`config.mk`:
```
export PLATFORM = sky130hd
export DESIGN_NAME = irqc_top
export DESIGN_NICKNAME = d
export VERILOG_FILES = /design/src/rtl/irqc_pkg.sv /design/src/rtl/irqc_edge_detect.sv /design/src/rtl/irqc_flag_bank.sv /design/src/rtl/irqc_cfg_regs.sv /design/src/rtl/irqc_top.sv
export SDC_FILE = /design/constraint.sdc
export NUM_CORES = 1
export LEC_CHECK = 0
export ABC_CLOCK_PERIOD_IN_PS = 3000
export BUFFER_PORTS_ARGS = -buffer_cell sky130_fd_sc_hd__buf_4
export CORE_MARGIN = 2
export CORE_UTILIZATION = 50
export DETAILED_ROUTE_END_ITERATION = 6
export GPL_ROUTABILITY_DRIVEN = 0
export PLACE_DENSITY = 0.69
export SKIP_LAST_GASP = 1
export SLEW_MARGIN = 20
export SYNTH_ARGS = -nofsm -noshare
export SYNTH_HDL_FRONTEND = slang
export SYNTH_SLANG_ARGS = --single-unit
```
`constraint.sdc`:
```
create_clock -name clk_i -period 3 [get_ports clk_i]
set_input_delay 0.3 -clock clk_i [delete_from_list [all_inputs] [get_ports clk_i]]
set_output_delay 0.3 -clock clk_i [all_outputs]
set_load 0.05 [all_outputs]
```
`src/rtl/irqc_pkg.sv`:
```
package irqc_pkg;

  typedef enum logic [2:0] {
    RK_FLAG,
    RK_MASK,
    RK_POL,
    RK_CTRL,
    RK_NONE
  } reg_kind_e;

  typedef struct packed {
    reg_kind_e  kind;
    logic [7:0] idx;
  } reg_sel_t;

  function automatic int unsigned ceil_div(input int unsigned a, input int unsigned b);
    return (a + b - 1) / b;
  endfunction

  // Layout: flag words, then mask words, then polarity words, then control.
  function automatic reg_sel_t decode_addr(input int unsigned a,
                                           input int unsigned fw,
                                           input int unsigned ew);
    reg_sel_t s;
    s.kind = RK_NONE;
    s.idx  = '0;
    if (a < fw) begin
      s.kind = RK_FLAG;
      s.idx  = 8'(a);
    end else if (a < 2 * fw) begin
      s.kind = RK_MASK;
      s.idx  = 8'(a - fw);
    end else if (a < 2 * fw + ew) begin
      s.kind = RK_POL;
      s.idx  = 8'(a - 2 * fw);
    end else if (a == 2 * fw + ew) begin
      s.kind = RK_CTRL;
    end
    return s;
  endfunction

endpackage

```
`src/rtl/irqc_edge_detect.sv`:
```
module irqc_edge_detect #(
  parameter int unsigned N_EXT = 4
) (
  input  logic             clk_i,
  input  logic [N_EXT-1:0] pin_i,
  input  logic [N_EXT-1:0] fall_sel_i,
  output logic [N_EXT-1:0] hit_o
);

  // Tracks the pins through reset too, so no false transition appears at release.
  logic [N_EXT-1:0] last_q;

  always_ff @(posedge clk_i) begin
    last_q <= pin_i;
  end

  for (genvar g = 0; g < N_EXT; g++) begin : g_pin
    always_comb begin
      if (fall_sel_i[g]) hit_o[g] = last_q[g] & ~pin_i[g];
      else               hit_o[g] = ~last_q[g] & pin_i[g];
    end
  end

endmodule

```
`src/rtl/irqc_flag_bank.sv`:
```
module irqc_flag_bank #(
  parameter int unsigned DW    = 4,
  parameter int unsigned WORDS = 3,
  localparam int unsigned NB   = DW * WORDS
) (
  input  logic             clk_i,
  input  logic             rst_ni,
  input  logic [NB-1:0]    set_i,
  input  logic [WORDS-1:0] rd_clr_i,
  input  logic [WORDS-1:0] wr_clr_i,
  input  logic [DW-1:0]    wr_bits_i,
  output logic [NB-1:0]    flags_o
);

  for (genvar w = 0; w < WORDS; w++) begin : g_word
    logic [DW-1:0] clr;
    logic [DW-1:0] word_q;

    always_comb begin
      clr = '0;
      if (rd_clr_i[w]) clr = '1;
      if (wr_clr_i[w]) clr = clr | wr_bits_i;
    end

    // New requests take priority over clearing, so none is lost.
    always_ff @(posedge clk_i or negedge rst_ni) begin
      if (!rst_ni) word_q <= '0;
      else         word_q <= (word_q & ~clr) | set_i[w*DW +: DW];
    end

    assign flags_o[w*DW +: DW] = word_q;

    AST_READ_CLEARS: assert property (@(posedge clk_i) disable iff (!rst_ni)
      (rd_clr_i[w] && !wr_clr_i[w] && (set_i[w*DW +: DW] == '0)) |=> (word_q == '0));

    AST_WRITE_KEEPS: assert property (@(posedge clk_i) disable iff (!rst_ni)
      (wr_clr_i[w] && !rd_clr_i[w]) |=>
        ((word_q & $past(word_q & ~wr_bits_i)) == $past(word_q & ~wr_bits_i)));
  end

  AST_SET_WINS: assert property (@(posedge clk_i) disable iff (!rst_ni)
    (|set_i) |=> ((flags_o & $past(set_i)) == $past(set_i)));

endmodule

```
`src/rtl/irqc_cfg_regs.sv`:
```
module irqc_cfg_regs #(
  parameter int unsigned DW     = 4,
  parameter int unsigned FWORDS = 3,
  parameter int unsigned EWORDS = 1,
  localparam int unsigned MB    = DW * FWORDS,
  localparam int unsigned PB    = DW * EWORDS
) (
  input  logic              clk_i,
  input  logic              rst_ni,
  input  logic [FWORDS-1:0] mask_wr_i,
  input  logic [EWORDS-1:0] pol_wr_i,
  input  logic              ctrl_wr_i,
  input  logic [DW-1:0]     wdata_i,
  input  logic              halt_i,
  output logic [MB-1:0]     mask_o,
  output logic [PB-1:0]     pol_o,
  output logic              gen_en_o
);

  for (genvar w = 0; w < FWORDS; w++) begin : g_mask
    always_ff @(posedge clk_i or negedge rst_ni) begin
      if (!rst_ni)           mask_o[w*DW +: DW] <= '0;
      else if (mask_wr_i[w]) mask_o[w*DW +: DW] <= wdata_i;
    end
  end

  for (genvar w = 0; w < EWORDS; w++) begin : g_pol
    always_ff @(posedge clk_i or negedge rst_ni) begin
      if (!rst_ni)          pol_o[w*DW +: DW] <= '0;
      else if (pol_wr_i[w]) pol_o[w*DW +: DW] <= wdata_i;
    end
  end

  logic halt_q;
  logic halt_entry;

  assign halt_entry = halt_i & ~halt_q;

  always_ff @(posedge clk_i or negedge rst_ni) begin
    if (!rst_ni) begin
      halt_q   <= 1'b0;
      gen_en_o <= 1'b0;
    end else begin
      halt_q <= halt_i;
      if (halt_entry)     gen_en_o <= 1'b1;
      else if (ctrl_wr_i) gen_en_o <= wdata_i[0];
    end
  end

  AST_HALT_ENABLES: assert property (@(posedge clk_i) disable iff (!rst_ni)
    $rose(halt_i) |=> gen_en_o);

endmodule

```
`src/rtl/irqc_top.sv`:
```
module irqc_top
  import irqc_pkg::*;
#(
  parameter int unsigned N_EXT  = 4,
  parameter int unsigned N_INT  = 8,
  parameter int unsigned DW     = 4,
  parameter int unsigned ADDR_W = 3
) (
  input  logic              clk_i,
  input  logic              rst_ni,
  input  logic [N_EXT-1:0]  ext_req_i,
  input  logic [N_INT-1:0]  int_req_i,
  input  logic              halt_i,
  input  logic              reg_rd_i,
  input  logic              reg_wr_i,
  input  logic [ADDR_W-1:0] reg_addr_i,
  input  logic [DW-1:0]     reg_wdata_i,
  output logic [DW-1:0]     reg_rdata_o,
  output logic              irq_o
);

  localparam int unsigned EWORDS = ceil_div(N_EXT, DW);
  localparam int unsigned IWORDS = ceil_div(N_INT, DW);
  localparam int unsigned FWORDS = EWORDS + IWORDS;
  localparam int unsigned EBITS  = EWORDS * DW;
  localparam int unsigned FBITS  = FWORDS * DW;

  reg_sel_t sel;
  assign sel = decode_addr(32'(reg_addr_i), FWORDS, EWORDS);

  logic [FWORDS-1:0] rd_clr;
  logic [FWORDS-1:0] wr_clr;
  logic [FWORDS-1:0] mask_wr;
  logic [EWORDS-1:0] pol_wr;
  logic              ctrl_wr;

  for (genvar w = 0; w < FWORDS; w++) begin : g_fstrb
    assign rd_clr[w]  = reg_rd_i && (sel.kind == RK_FLAG) && (sel.idx == 8'(w));
    assign wr_clr[w]  = reg_wr_i && (sel.kind == RK_FLAG) && (sel.idx == 8'(w));
    assign mask_wr[w] = reg_wr_i && (sel.kind == RK_MASK) && (sel.idx == 8'(w));
  end

  for (genvar w = 0; w < EWORDS; w++) begin : g_pstrb
    assign pol_wr[w] = reg_wr_i && (sel.kind == RK_POL) && (sel.idx == 8'(w));
  end

  assign ctrl_wr = reg_wr_i && (sel.kind == RK_CTRL);

  logic [FBITS-1:0] mask;
  logic [EBITS-1:0] pol;
  logic             gen_en;

  irqc_cfg_regs #(
    .DW(DW), .FWORDS(FWORDS), .EWORDS(EWORDS)
  ) u_cfg (
    .clk_i     (clk_i),
    .rst_ni    (rst_ni),
    .mask_wr_i (mask_wr),
    .pol_wr_i  (pol_wr),
    .ctrl_wr_i (ctrl_wr),
    .wdata_i   (reg_wdata_i),
    .halt_i    (halt_i),
    .mask_o    (mask),
    .pol_o     (pol),
    .gen_en_o  (gen_en)
  );

  logic [N_EXT-1:0] ext_hit;

  irqc_edge_detect #(.N_EXT(N_EXT)) u_edge (
    .clk_i      (clk_i),
    .pin_i      (ext_req_i),
    .fall_sel_i (pol[N_EXT-1:0]),
    .hit_o      (ext_hit)
  );

  // External sources fill the low words, internal sources start on a fresh word.
  logic [FBITS-1:0] set_vec;
  always_comb begin
    set_vec = '0;
    set_vec[N_EXT-1:0]       = ext_hit;
    set_vec[EBITS +: N_INT]  = int_req_i;
  end

  logic [FBITS-1:0] flags;

  irqc_flag_bank #(.DW(DW), .WORDS(FWORDS)) u_flags (
    .clk_i     (clk_i),
    .rst_ni    (rst_ni),
    .set_i     (set_vec),
    .rd_clr_i  (rd_clr),
    .wr_clr_i  (wr_clr),
    .wr_bits_i (reg_wdata_i),
    .flags_o   (flags)
  );

  always_comb begin
    reg_rdata_o = '0;
    unique case (sel.kind)
      RK_FLAG: reg_rdata_o = flags[int'(sel.idx)*DW +: DW];
      RK_MASK: reg_rdata_o = mask[int'(sel.idx)*DW +: DW];
      RK_POL:  reg_rdata_o = pol[int'(sel.idx)*DW +: DW];
      RK_CTRL: reg_rdata_o = DW'(gen_en);
      default: reg_rdata_o = '0;
    endcase
  end

  assign irq_o = gen_en & (|(flags & mask));

  for (genvar g = 0; g < N_EXT; g++) begin : g_ext_chk
    AST_EXT_RISE: assert property (@(posedge clk_i) disable iff (!rst_ni)
      ($rose(ext_req_i[g]) && !pol[g]) |=> flags[g]);
    AST_EXT_FALL: assert property (@(posedge clk_i) disable iff (!rst_ni)
      ($fell(ext_req_i[g]) && pol[g]) |=> flags[g]);
  end

  AST_IRQ_NEEDS_FLAG: assert property (@(posedge clk_i) disable iff (!rst_ni)
    irq_o |-> (gen_en && (flags != '0)));

endmodule

```
### Word level (Yosys, flattened, before mapping)

Cells that the tools add are included.

* memories kept: 0
* logic and storage cells: 93
* output and inout bits: 5
* bits in latches: 0
* memory bits (writable): 0
* input bits: 24
* register bits: 34
* bits in read-only memories: 0

* reduce and logical (&&, ||, !) cells: 19
* equality and inequality tests: 6
* bitwise operators: 32
* add/sub/neg operators: 2
* $lt $le $gt $ge: 3
* div/mod/pow operators: 0
* $mul: 0
* shifts and indexed selects: 3
* multiplexer cells: 18

Operators by type and width (number)
* 2-to-1 mux 4 bit: 6
* OR 4 bit: 6
* indexed part select 12 x 11 -> 4 bit: 2
* 2-to-1 mux 11 bit: 2
* one-hot mux 4 bit (4 select lines): 1
* logical AND 1 bit: 15
* bitwise AND 12 bit: 1
* bitwise AND 4 bit: 3
* NOT 4 bit: 3
* OR reduction 12 bit: 1
* indexed part select 4 x 11 -> 4 bit: 1
* bitwise AND 1 bit: 10
* NOT 1 bit: 9
* == test 8 x 1 -> 1 bit (second input constant): 1
* == test 8 x 2 -> 1 bit (second input constant): 1
* logical NOT 8 bit: 1
* 2-to-1 mux 8 bit: 1
* == test 3 x 2 -> 1 bit (second input constant): 2
* < comparator 3 bit (second input constant): 2
* 2-to-1 mux 1 bit: 6
* 2-to-1 mux 3 bit: 2
* subtractor 3 x 2 -> 4 bit (second input constant): 1
* subtractor 3 x 3 -> 4 bit (second input constant): 1
* == test 3 x 1 -> 1 bit (second input constant): 1
* other kinds (4): 4

### Depth between registers and ports, before layout

Gate-level depths: netlist (run 1).

* depth after elaboration: 14
* gate-level depth with buffers: 9
* depth with buffers taken out: 8

### Modules after synthesis

A second synthesis (run 1) with hierarchy kept.

* cells, all modules: 194
* area total of the unflattened synthesis: 1994.4 sq um

Modules (own cells, without submodules)
* irqc_top: instances 1, area an instance 716.9 sq um, cells each 102, seq. area each 0.0 sq um
* irqc_cfg_regs: instances 1, area an instance 649.4 sq um, cells each 37, seq. area each 450.4 sq um
* irqc_flag_bank: instances 1, area an instance 461.7 sq um, cells each 39, seq. area each 300.3 sq um
* irqc_edge_detect: instances 1, area an instance 166.4 sq um, cells each 16, seq. area each 80.1 sq um

### Worst setup path before layout (run 1)

No wires, ideal clock.

* path type: input to output
* start point: input reg_addr_i[0]
* end point: output reg_rdata_o[0]
* required time: 2.700 ns
* path buffers: 1
* arrival: 3.169 ns
* setup slack: -0.469 ns
* cell stages on the path: 8
* cell sequence: ha_1 > inv_1 > ha_1 > nand2b_1 > a211oi_1 > buf_2 > o21ai_1 > o41ai_1

* word-level cells in the longest chain between the ends: 7
* elaborated cells on any way between the ends: 19
* classes of those cells: add/sub: 2; order compare: 3; eq/ne: 4; shift: 3; mux: 6; reduce/logical: 1

RTL lines
* start: declaration: RTL line irqc_top.sv:16 `input logic [ADDR_W-1:0] reg_addr_i,`
* parallel branches: the longest is 4 deep, another holds subtractor 3 x 3 -> 4 bit
* 2-to-1 mux 11 bit (*): RTL line irqc_pkg.sv:27 `if (a < fw) begin`
* parallel branches: the longest is 1 deep, another holds indexed part select 12 x 11 -> 4 bit
* one-hot mux 4 bit (4 select lines) (*): RTL line irqc_top.sv:99 `unique case (sel.kind)`
* end: declaration: RTL line irqc_top.sv:18 `output logic [DW-1:0] reg_rdata_o,`

Every way passes the cells marked *.

### Worst setup path after layout (run 1)

* start point: input reg_addr_i[0]
* end point: output reg_rdata_o[2]

The elaborated chain is that of the path after synthesis.

==> results of run 1 <==
## metal layers
| layer | vias up | global-route usage | wire, µm |
|---|---|---|---|
| met1 | 885 | 0.320 | 2230 |
| met4 | 0 | 0.108 | 131 |
| met2 | 74 | 0.428 | 2660 |
| li1 | 832 | - | - |
| met3 | 16 | 0.0477 | 350 |
| met5 | - | 0 | 0 |
## final cells by class
type | instances | area share
clock buffers | 6 | 0.0337
clock inverters | 2 | 0.00510
inverters | 6 | 0.00918
multi-input cells | 148 | 0.483
flip-flops and latches | 34 | 0.339
well taps | 50 | 0.0255
repair buffers | 34 | 0.105
## final timing paths
kind / depth (start not counted) / slack, ns / end / startpoint
setup / recovery: 11 / 0.19 / reg_rdata_o[2] / reg_addr_i[0]
hold / removal: 1 / 0.12 / u_edge.last_q[3] / ext_req_i[3]
setup reg to reg: 2 / 1.95 / u_flags.g_word[0].word_q[1] / u_cfg.pol_o[1]
hold reg to reg: 2 / 0.50 / u_flags.g_word[0].word_q[1] / u_edge.last_q[1]
max in group asynchronous: 2 / 2.23 / u_cfg.gen_en_o / rst_ni
min in group asynchronous: 2 / 0.48 / u_cfg.pol_o[3] / rst_ni
## power groups by stage
stage | combinational [W] | sequential (W) | clock [W]
2_1_floorplan | 0.000271 | 0.000594 | 0
3_3_place_gp | 0.000363 | 0.000622 | 0
3_5_place_dp | 0.000375 | 0.000623 | 0
4_1_cts | 0.000377 | 0.000615 | 0.000361
5_1_grt | 0.000409 | 0.000626 | 0.000382
6_report | 0.000379 | 0.000617 | 0.000358
## worst max-delay path: cells and delay by family
family / cells / cell delay, ns
simple gates: 2 / 0.33
fa+ha+maj: 2 / 0.48
compound gates: 3 / 0.72
buf+inv: 4 / 0.67
## stage by stage
stage	std cells	hold WS (ns)	area, µm²	util	worst slack, ns
finish	280	0.118	2450	0.613	0.193
global placement	271	0.241	2350	0.587	0.339
CTS	280	0.113	2450	0.613	0.234
floorplan	196	0.00441	2090	-	0.132
detailed placement	271	0.248	2350	0.587	0.251
global route	280	0.111	2450	0.613	0.0271
## state kept, by name, indices dropped and copies added, names as in the netlist
signal and flops:
u_flags.g_word.word_q 12, u_cfg.pol_o 4, u_edge.last_q 4, u_cfg.gen_en_o 1, u_cfg.halt_q 1, u_cfg.mask_o 12
## cells by family after synthesis
kind of cell,share of synthesized area
simple gates,0.217
fa+ha+maj,0.0303
compound gates,0.221
flops,0.402
mux,0.0945
buf+inv,0.0345
## Yosys cell counts, types with 2 or more instances
| library cell | n | share of area |
|---|---|---|
| a221oi_1 | 7 | 0.030 |
| a211oi_1 | 5 | 0.018 |
| dfrtp_1 | 30 | 0.36 |
| a21boi_0 | 4 | 0.015 |
| clkbuf_1 | 3 | 0.0055 |
| nand3b_1 | 4 | 0.015 |
| ha_1 | 5 | 0.030 |
| a22o_1 | 4 | 0.017 |
| a31o_1 | 3 | 0.013 |
| nand3_1 | 12 | 0.029 |
| mux2_4 | 4 | 0.029 |
| dfxtp_1 | 4 | 0.039 |
| o21ai_0 | 4 | 0.0097 |
| o22ai_1 | 2 | 0.0061 |
| nor2_1 | 3 | 0.0055 |
| buf_2 | 3 | 0.0073 |
| and3_1 | 4 | 0.012 |
| nor3b_1 | 3 | 0.011 |
| nor2b_1 | 4 | 0.012 |
| a211oi_2 | 2 | 0.012 |
| mux2_2 | 7 | 0.038 |
| nand2_1 | 13 | 0.024 |
| and3b_1 | 2 | 0.0085 |
| nand2b_1 | 6 | 0.018 |
| nor3_1 | 3 | 0.0073 |
| or3_1 | 2 | 0.0061 |
| a31o_2 | 5 | 0.021 |
| o2bb2ai_1 | 4 | 0.017 |
| a221o_1 | 3 | 0.015 |
| a22oi_1 | 3 | 0.011 |
| inv_1 | 6 | 0.011 |
| or3b_2 | 4 | 0.017 |
| a21oi_1 | 3 | 0.0073 |
| buf_6 | 2 | 0.011 |
| mux2_1 | 5 | 0.027 |
==> results.json, run 1 <==
{
  "outcome": "completed",
  "clock-sinks": 34,
  "cp.required_ns": 2.70,
  "cts-buffers-inserted": 5,
  "fp.dieH_um": 68.3,
  "area_delta_synth_final_pct": 18.8,
  "ioPinCount": 29,
  "layout.nets": 258,
  "finalWirelength_um": 5370,
  "drv_cap": 0,
  "rsz0062_at_grt": "no",
  "synth_seq_area_share": 0.402,
  "cp_slowest_stage_delay_ns": 0.34,
  "clock_power_share": 0.264,
  "clock_path_buffers": 2,
  "grt_max_degree": 31,
  "path_class": "in -> out",
  "ir_drop_mv": 0.334,
  "dieArea_um2": 4660,
  "cts_resized": 0,
  "p_per_area_nw_per_um2": 552,
  "synth_cells": 196,
  "die_w_um": 68.3,
  "cts-hold-fix-buffers": 1,
  "fin_tns_setup_ns": 0,
  "cts.clk_slew.worst_paths_ns": 0.07,
  "overflow": 0,
  "synth.avg_cell_area_um2": 10.5,
  "finalMaxSlewViolations": 0,
  "drive_gt1_frac": 0.309,
  "avgViaCountPerCell": 6.45,
  "max_freq_mhz": 356,
  "yosys_warnings": 0,
  "power.static_leakage_nw": 1.02,
  "comb_power_share": 0.280,
  "post_drt_wl_per_cell_um": 19.2,
  "p_int_w": 0.000911,
  "rows": 23,
  "hold_violations": 0,
  "start_kind": "input pin",
  "seqCellArea_um2": 831,
  "swShare": 0.327,
  "async_flop_share": 0.882,
  "cts_setup_buffers": 0,
  "critPathMaxFanout": 16,
  "ys_types": 53,
  "synth-seq-cells": 34,
  "cpMostUsedCell": "buf_4",
  "synth-edff-count": 0,
  "grt_antenna_before_repair": 0,
  "p_sw_w": 0.000442,
  "worstHoldPathType": "in -> reg",
  "clock_latency_ns": 0.29,
  "fin_crit_ns": 2.81,
  "start_util": 0.516,
  "crit_path_cell_trace": "buf_4 -> ha_1 -> inv_1 -> ha_1 -> nand2b_1 -> a211oi_1 -> buf_4 -> nor2_1 -> a221oi_1 -> a211oi_2 -> buf_4",
  "place_hpwl_um": 4100,
  "fin_skew_ns": 0.000918,
  "drtPass1Iterations": 4,
  "drt_iter0_drc": 159,
  "syn_area_um2": 2060,
  "ant_nets": 0,
  "cts_tree": "done",
  "grt_pass1_vias": 1773,
  "relSlewSlack": 0.590,
  "nFillCells": 324,
  "grt_usage": 0.255,
  "antennaDiodeCount": 0,
  "setup_viol": 0,
  "most-common-layout-cells": "33 x buf_4, 30 x dfrtp_1, 13 x nand2_1",
  "total_power_w": 0.00135,
  "drcViolationCount": 0,
  "synth_flop_cell": "dfrtp_1",
  "slowest_stage": "a221oi_1",
  "cts_root_buf": "clkbuf_8",
  "synth_nets": 225,
  "num_vias": 1807,
  "period_share": 0.936,
  "end_kind": "output port",
  "final_common_cell": "buf_4",
  "numPortBuffers": 28,
  "cts.htree.levels": 2,
  "seqPwrFrac": 0.456,
  "grt_pass1_wl_um": 8510,
  "multi_input_area_um2": 1180,
  "tightestPinTransition_ns": 0.610,
  "core_area_um2": 4000,
  "arrival_ns": 2.51
}
(Power assumes the default switching activity.)
==> run 2, diff against run 1 <==
Settings changed: ABC_CLOCK_PERIOD_IN_PS 3000 to 3090.
Clock period 3 ns to 3.09 ns, I/O delays scaled along.
==> run 2 against run 1 <==
Sequential power is 3% lower; first-iteration DRC count is 14% lower; clock-buffer cell count increased by 1; final area fell by 0.56%; worst hold slack better by 0.016 ns; non-clock buffer count unchanged; wire length is 1.7% higher; sequential share of layout area is 0.19 points higher; cell count stayed put; sequential cell count is the same; clock skew about the same; critical endpoint is now reg_rdata_o[0]; largest cell class unchanged; largest power group unchanged; highest routed layer unchanged.
==> results.json, run 2 (synthesis gave the netlist of run 1 again) <==
{
  "outcome": "completed",
  "cts_root_buf": "clkbuf_8",
  "cp.required_ns": 2.78,
  "total_power_w": 0.00130,
  "p_per_area_nw_per_um2": 531,
  "antennaDiodeCount": 0,
  "place_hpwl_um": 4170,
  "worstHoldStart": "halt_i",
  "grt_pass1_vias": 1753,
  "core_area_um2": 4000,
  "die_w_um": 68.3,
  "finalWirelength_um": 5460,
  "clock_path_buffers": 2,
  "reg2reg_from": "u_cfg.pol_o[0]",
  "swShare": 0.319,
  "fin_crit_ns": 2.88,
  "cts-buffers-inserted": 5,
  "path_class": "in -> out",
  "drcViolationCount": 0,
  "ioPinCount": 29,
  "clock_latency_ns": 0.28,
  "p_int_w": 0.000882,
  "finalMaxSlewViolations": 0,
  "worstHoldPathType": "in -> reg",
  "fp.dieH_um": 68.3,
  "clock-sinks": 34,
  "cts.clk_slew.worst_paths_ns": 0.07,
  "dpl.cell_count": 271,
  "grt_usage": 0.258,
  "drv_cap": 0,
  "num_vias": 1794,
  "avgViaCountPerCell": 6.41,
  "critPathMaxFanout": 16,
  "start_util": 0.516,
  "finish.cell_count_without_fillers": 280,
  "nFillCells": 337,
  "drt_iter0_drc": 137,
  "tightestPinTransition_ns": 0.645,
  "setup_viol": 0,
  "cts_tree": "done",
  "fin_tns_setup_ns": 0,
  "cts_resized": 0,
  "grt_pass1_wl_um": 8690,
  "drtPass1Iterations": 4,
  "dieArea_um2": 4660,
  "area_delta_synth_final_pct": 18.2,
  "cp-startpoint": "reg_addr_i[0]",
  "max_freq_mhz": 347,
  "end_kind": "output port",
  "relSlewSlack": 0.566,
  "ir_drop_mv": 0.330,
  "post_drt_wl_per_cell_um": 19.5,
  "final_common_cell": "buf_4",
  "power.static_leakage_nw": 1.02,
  "seqPwrFrac": 0.463,
  "comb_power_share": 0.279,
  "cts.htree.levels": 2,
  "seqCellArea_um2": 831,
  "hold_violations": 0,
  "p_sw_w": 0.000414,
  "fin_skew_ns": 0.00125,
  "clock_power_share": 0.257,
  "reg2reg_depth": 2,
  "r2r-end": "u_flags.g_word[0].word_q[0]",
  "drive_gt1_frac": 0.296,
  "start_kind": "input pin",
  "endpoint": "reg_rdata_o[0]",
  "layout.nets": 258,
  "period_share": 0.933,
  "overflow": 0,
  "r2r_slack_ns": 2.03,
  "multi_input_area_um2": 1170,
  "rows": 23,
  "grt_max_degree": 31,
  "arrival_ns": 2.57,
  "largestRegisters": "u_cfg.mask_o x12, u_flags.g_word.word_q x12",
  "most-common-layout-cells": "33 x buf_4, 30 x dfrtp_1, 13 x nand2_1",
  "numPortBuffers": 28,
  "grt_antenna_before_repair": 0,
  "rsz0062_at_grt": "no",
  "ant_nets": 0
}
## run 2: cell count changes in the layout (fill, tap and decap cells not counted), sizes merged
cell	change
clkbuf	+1
clkinvlp	-1
## run 2: worst min path at each step
stage / cells past startpoint / slack [ns] / end
final: 1 / 0.13 / u_cfg.halt_q
after global routing: 1 / 0.13 / u_edge.last_q[0]
after CTS: 1 / 0.13 / u_edge.last_q[2]
after detailed placement: 1 / 0.25 / u_flags.g_word[2].word_q[0]
after global placement: 1 / 0.25 / u_flags.g_word[2].word_q[0]
after floorplan: 0 / 0.01 / u_cfg.gen_en_o
## run 2: worst max-delay path, cell delays in order
cell,delay (ns)
buf_4,0.17
ha_1,0.22
inv_1,0.05
ha_1,0.24
nand2b_1,0.23
a211oi_1,0.40
buf_4,0.23
a22o_1,0.12
a211oi_1,0.05
o41ai_2,0.29
buf_4,0.26
## run 2: cell type report
| cell class | instances | share of cell area |
|---|---|---|
| sequential | 34 | 0.341 |
| multi-input combinational | 148 | 0.482 |
| clock inverter | 1 | 0.00205 |
| timing repair buffer | 34 | 0.106 |
| clock buffer | 7 | 0.0354 |
| tap | 50 | 0.0256 |
| inverter | 6 | 0.00923 |
## run 2: timing repair
action,CTS,global route
buffers inserted,0,0
hold buffers,1,0
hold endpoints to repair,30,0
## run 2: power groups by stage
stage / Combinational [W] / Sequential, W / Clock (W)
finish: 0.000362 / 0.000601 / 0.000334
global route: 0.000391 / 0.000608 / 0.000363
CTS: 0.000362 / 0.000598 / 0.000343
detailed placement: 0.000360 / 0.000606 / 0
global placement: 0.000348 / 0.000601 / 0
floorplan: 0.000259 / 0.000577 / 0
## run 2: routing by layer
metal  up-vias  track usage  wire (µm)
li1        828            -          -
met1       887        0.347       2450
met2        69        0.410       2600
met3        10       0.0411        286
met4         0        0.115        125
met5         -            0          0
## run 2: stage by stage
stage               hold WS [ns]  area [µm²]   util  worst slack, ns
global route               0.127        2440  0.610           0.0342
CTS                        0.129        2440  0.610            0.224
detailed placement         0.254        2340  0.585            0.251
finish                     0.135        2440  0.610            0.206
floorplan                 0.0134        2080      -           0.0126
global placement           0.254        2340  0.585            0.336
==> run 3, diff against run 2 <==
Settings changed: CELL_PAD_IN_SITES_DETAIL_PLACEMENT from default to 0, CELL_PAD_IN_SITES_GLOBAL_PLACEMENT from default to 1, CORE_UTILIZATION 50 to 45, PLACE_DENSITY 0.69 to 0.78.
==> run 3 against run 2 <==
Global-route usage down 3.0 points; highest routed layer unchanged; non-clock buffer count unchanged; first-iteration DRC count shrank 12%; die area rose by 10%; clock-buffer cell count decreased by 1; power down 1.1%; sequential cell count stayed put.
==> results.json, run 3 (synthesis gave the netlist of run 1 again) <==
{
  "arrival_ns": 2.46,
  "outcome": "completed",
  "reg2reg_depth": 2,
  "path_class": "in -> out",
  "worstHoldPathType": "in -> reg",
  "layout.nets": 258,
  "start_util": 0.471,
  "drt_iter0_drc": 120,
  "most-common-layout-cells": "33 x buf_4, 30 x dfrtp_1, 13 x nand2_1",
  "cts_resized": 0,
  "power.static_leakage_nw": 1.01,
  "fp.dieH_um": 71.7,
  "cts_root_buf": "clkbuf_8",
  "rsz0062_at_grt": "no",
  "grt_antenna_before_repair": 0,
  "fin_skew_ns": 0.00167,
  "ant_nets": 0,
  "fin_tns_setup_ns": 0,
  "fin_crit_ns": 2.77,
  "drtPass1Iterations": 4,
  "largestRegisters": "u_cfg.mask_o x12, u_flags.g_word.word_q x12",
  "tightestPinTransition_ns": 0.625,
  "finalMaxSlewViolations": 0,
  "slowest_stage": "o41ai_2",
  "setup_ws_ns": 0.319,
  "period_share": 0.897,
  "cp_slowest_stage_delay_ns": 0.43,
  "rows": 24,
  "start_kind": "input pin",
  "fin_area_um2": 2440,
  "grt_max_degree": 31,
  "area_delta_synth_final_pct": 18.1,
  "critPathMaxFanout": 16,
  "cts-buffers-inserted": 5,
  "post_drt_wl_per_cell_um": 19.3,
  "numPortBuffers": 28,
  "comb_power_share": 0.281,
  "finish.cell_count_without_fillers": 282,
  "drive_gt1_frac": 0.296,
  "cp.required_ns": 2.78,
  "cts.htree.levels": 2,
  "drcViolationCount": 0,
  "p_int_w": 0.000862,
  "cts.clk_slew.worst_paths_ns": 0.07,
  "clock_path_buffers": 2,
  "nFillCells": 391,
  "dieArea_um2": 5150,
  "relSlewSlack": 0.580,
  "place_hpwl_um": 4110,
  "cpMostUsedCell": "buf_4",
  "setup_viol": 0,
  "end_kind": "output port",
  "die_w_um": 71.7,
  "antennaDiodeCount": 0,
  "place_ws_ns": 0.313,
  "clock-sinks": 34,
  "cts_tree": "done",
  "clock_latency_ns": 0.28,
  "avgViaCountPerCell": 6.33,
  "p_per_area_nw_per_um2": 526,
  "clock_power_share": 0.252,
  "place_area_um2": 2340,
  "ir_drop_mv": 0.307,
  "dpl.cell_count": 273,
  "hold_slack_ns": 0.139,
  "p_sw_w": 0.000421,
  "num_vias": 1784,
  "seqPwrFrac": 0.467,
  "max_freq_mhz": 361,
  "crit_path_cell_trace": "buf_4 -> ha_1 -> inv_1 -> ha_1 -> nand2b_1 -> a211oi_1 -> buf_4 -> o21ai_1 -> o41ai_2 -> buf_4",
  "ioPinCount": 29,
  "hold_violations": 0,
  "swShare": 0.328,
  "drv_cap": 0,
  "grt_pass1_wl_um": 9090,
  "holdPathStages": 1,
  "grt_pass1_vias": 1804,
  "overflow": 0,
  "grt_usage": 0.228,
  "finalWirelength_um": 5450,
  "core_area_um2": 4380,
  "final_common_cell": "buf_4"
}
==> run 3: changes by cell type in the layout (fill, tap and decap cells not counted), sizes merged <==
cell / before / now
clkbuf: 7 / 6
clkinv: 1 / 2
==> run 3: layout make-up <==
class / instances / area, µm² / area share
sequential: 34 / 831 / 0.341
clock buffer: 6 / 72.6 / 0.0298
timing repair buffer: 34 / 258 / 0.106
multi-input combinational: 148 / 1170 / 0.482
clock inverter: 2 / 13.8 / 0.00565
inverter: 6 / 22.5 / 0.00924
tap: 52 / 65.1 / 0.0267
==> run 3: power by group through the flow <==
stage,sequential [W],clock (W),combinational (W)
2_1_floorplan,0.000577,0,0.000259
6_report,0.000599,0.000323,0.000360
3_5_place_dp,0.000605,0,0.000360
5_1_grt,0.000610,0.000352,0.000392
4_1_cts,0.000597,0.000330,0.000362
3_3_place_gp,0.000603,0,0.000350
==> run 3: worst max-delay path: cells and delay by family <==
kind | cells | cell delay, ns
compound gates | 3 | 0.79
fa+ha+maj | 2 | 0.42
buf+inv | 4 | 0.71
simple gates | 1 | 0.22
==> run 3: routing by layer <==
layer,up-vias,routed length (µm),GRT usage
li1,827,-,-
met1,881,2360,0.308
met2,65,2650,0.363
met3,11,324,0.0506
met4,0,119,0.0755
met5,-,0,0
==> run 3: path summary, 6_finish.rpt <==
check	from	end	slack [ns]
max	reg_addr_i[0]	reg_rdata_o[0]	0.32
min	ext_req_i[0]	u_edge.last_q[0]	0.14
max reg2reg	u_cfg.pol_o[0]	u_flags.g_word[0].word_q[0]	2.04
min reg2reg	u_edge.last_q[1]	u_flags.g_word[0].word_q[1]	0.49
max in group asynchronous	rst_ni	u_cfg.mask_o[10]	2.31
min in group asynchronous	rst_ni	u_flags.g_word[0].word_q[0]	0.49
==> run 3: timing repair <==
item	4_1_cts	5_1_grt
setup buffers	0	0
hold endpoints to repair	30	0
hold buffers	1	0
==> run 3: metrics by stage <==
stage | util | total power (W)
after floorplan | - | 0.000836
after global placement | 0.534 | 0.000953
after detailed placement | 0.534 | 0.000965
after CTS | 0.556 | 0.00129
after global routing | 0.556 | 0.00135
final | 0.556 | 0.00128
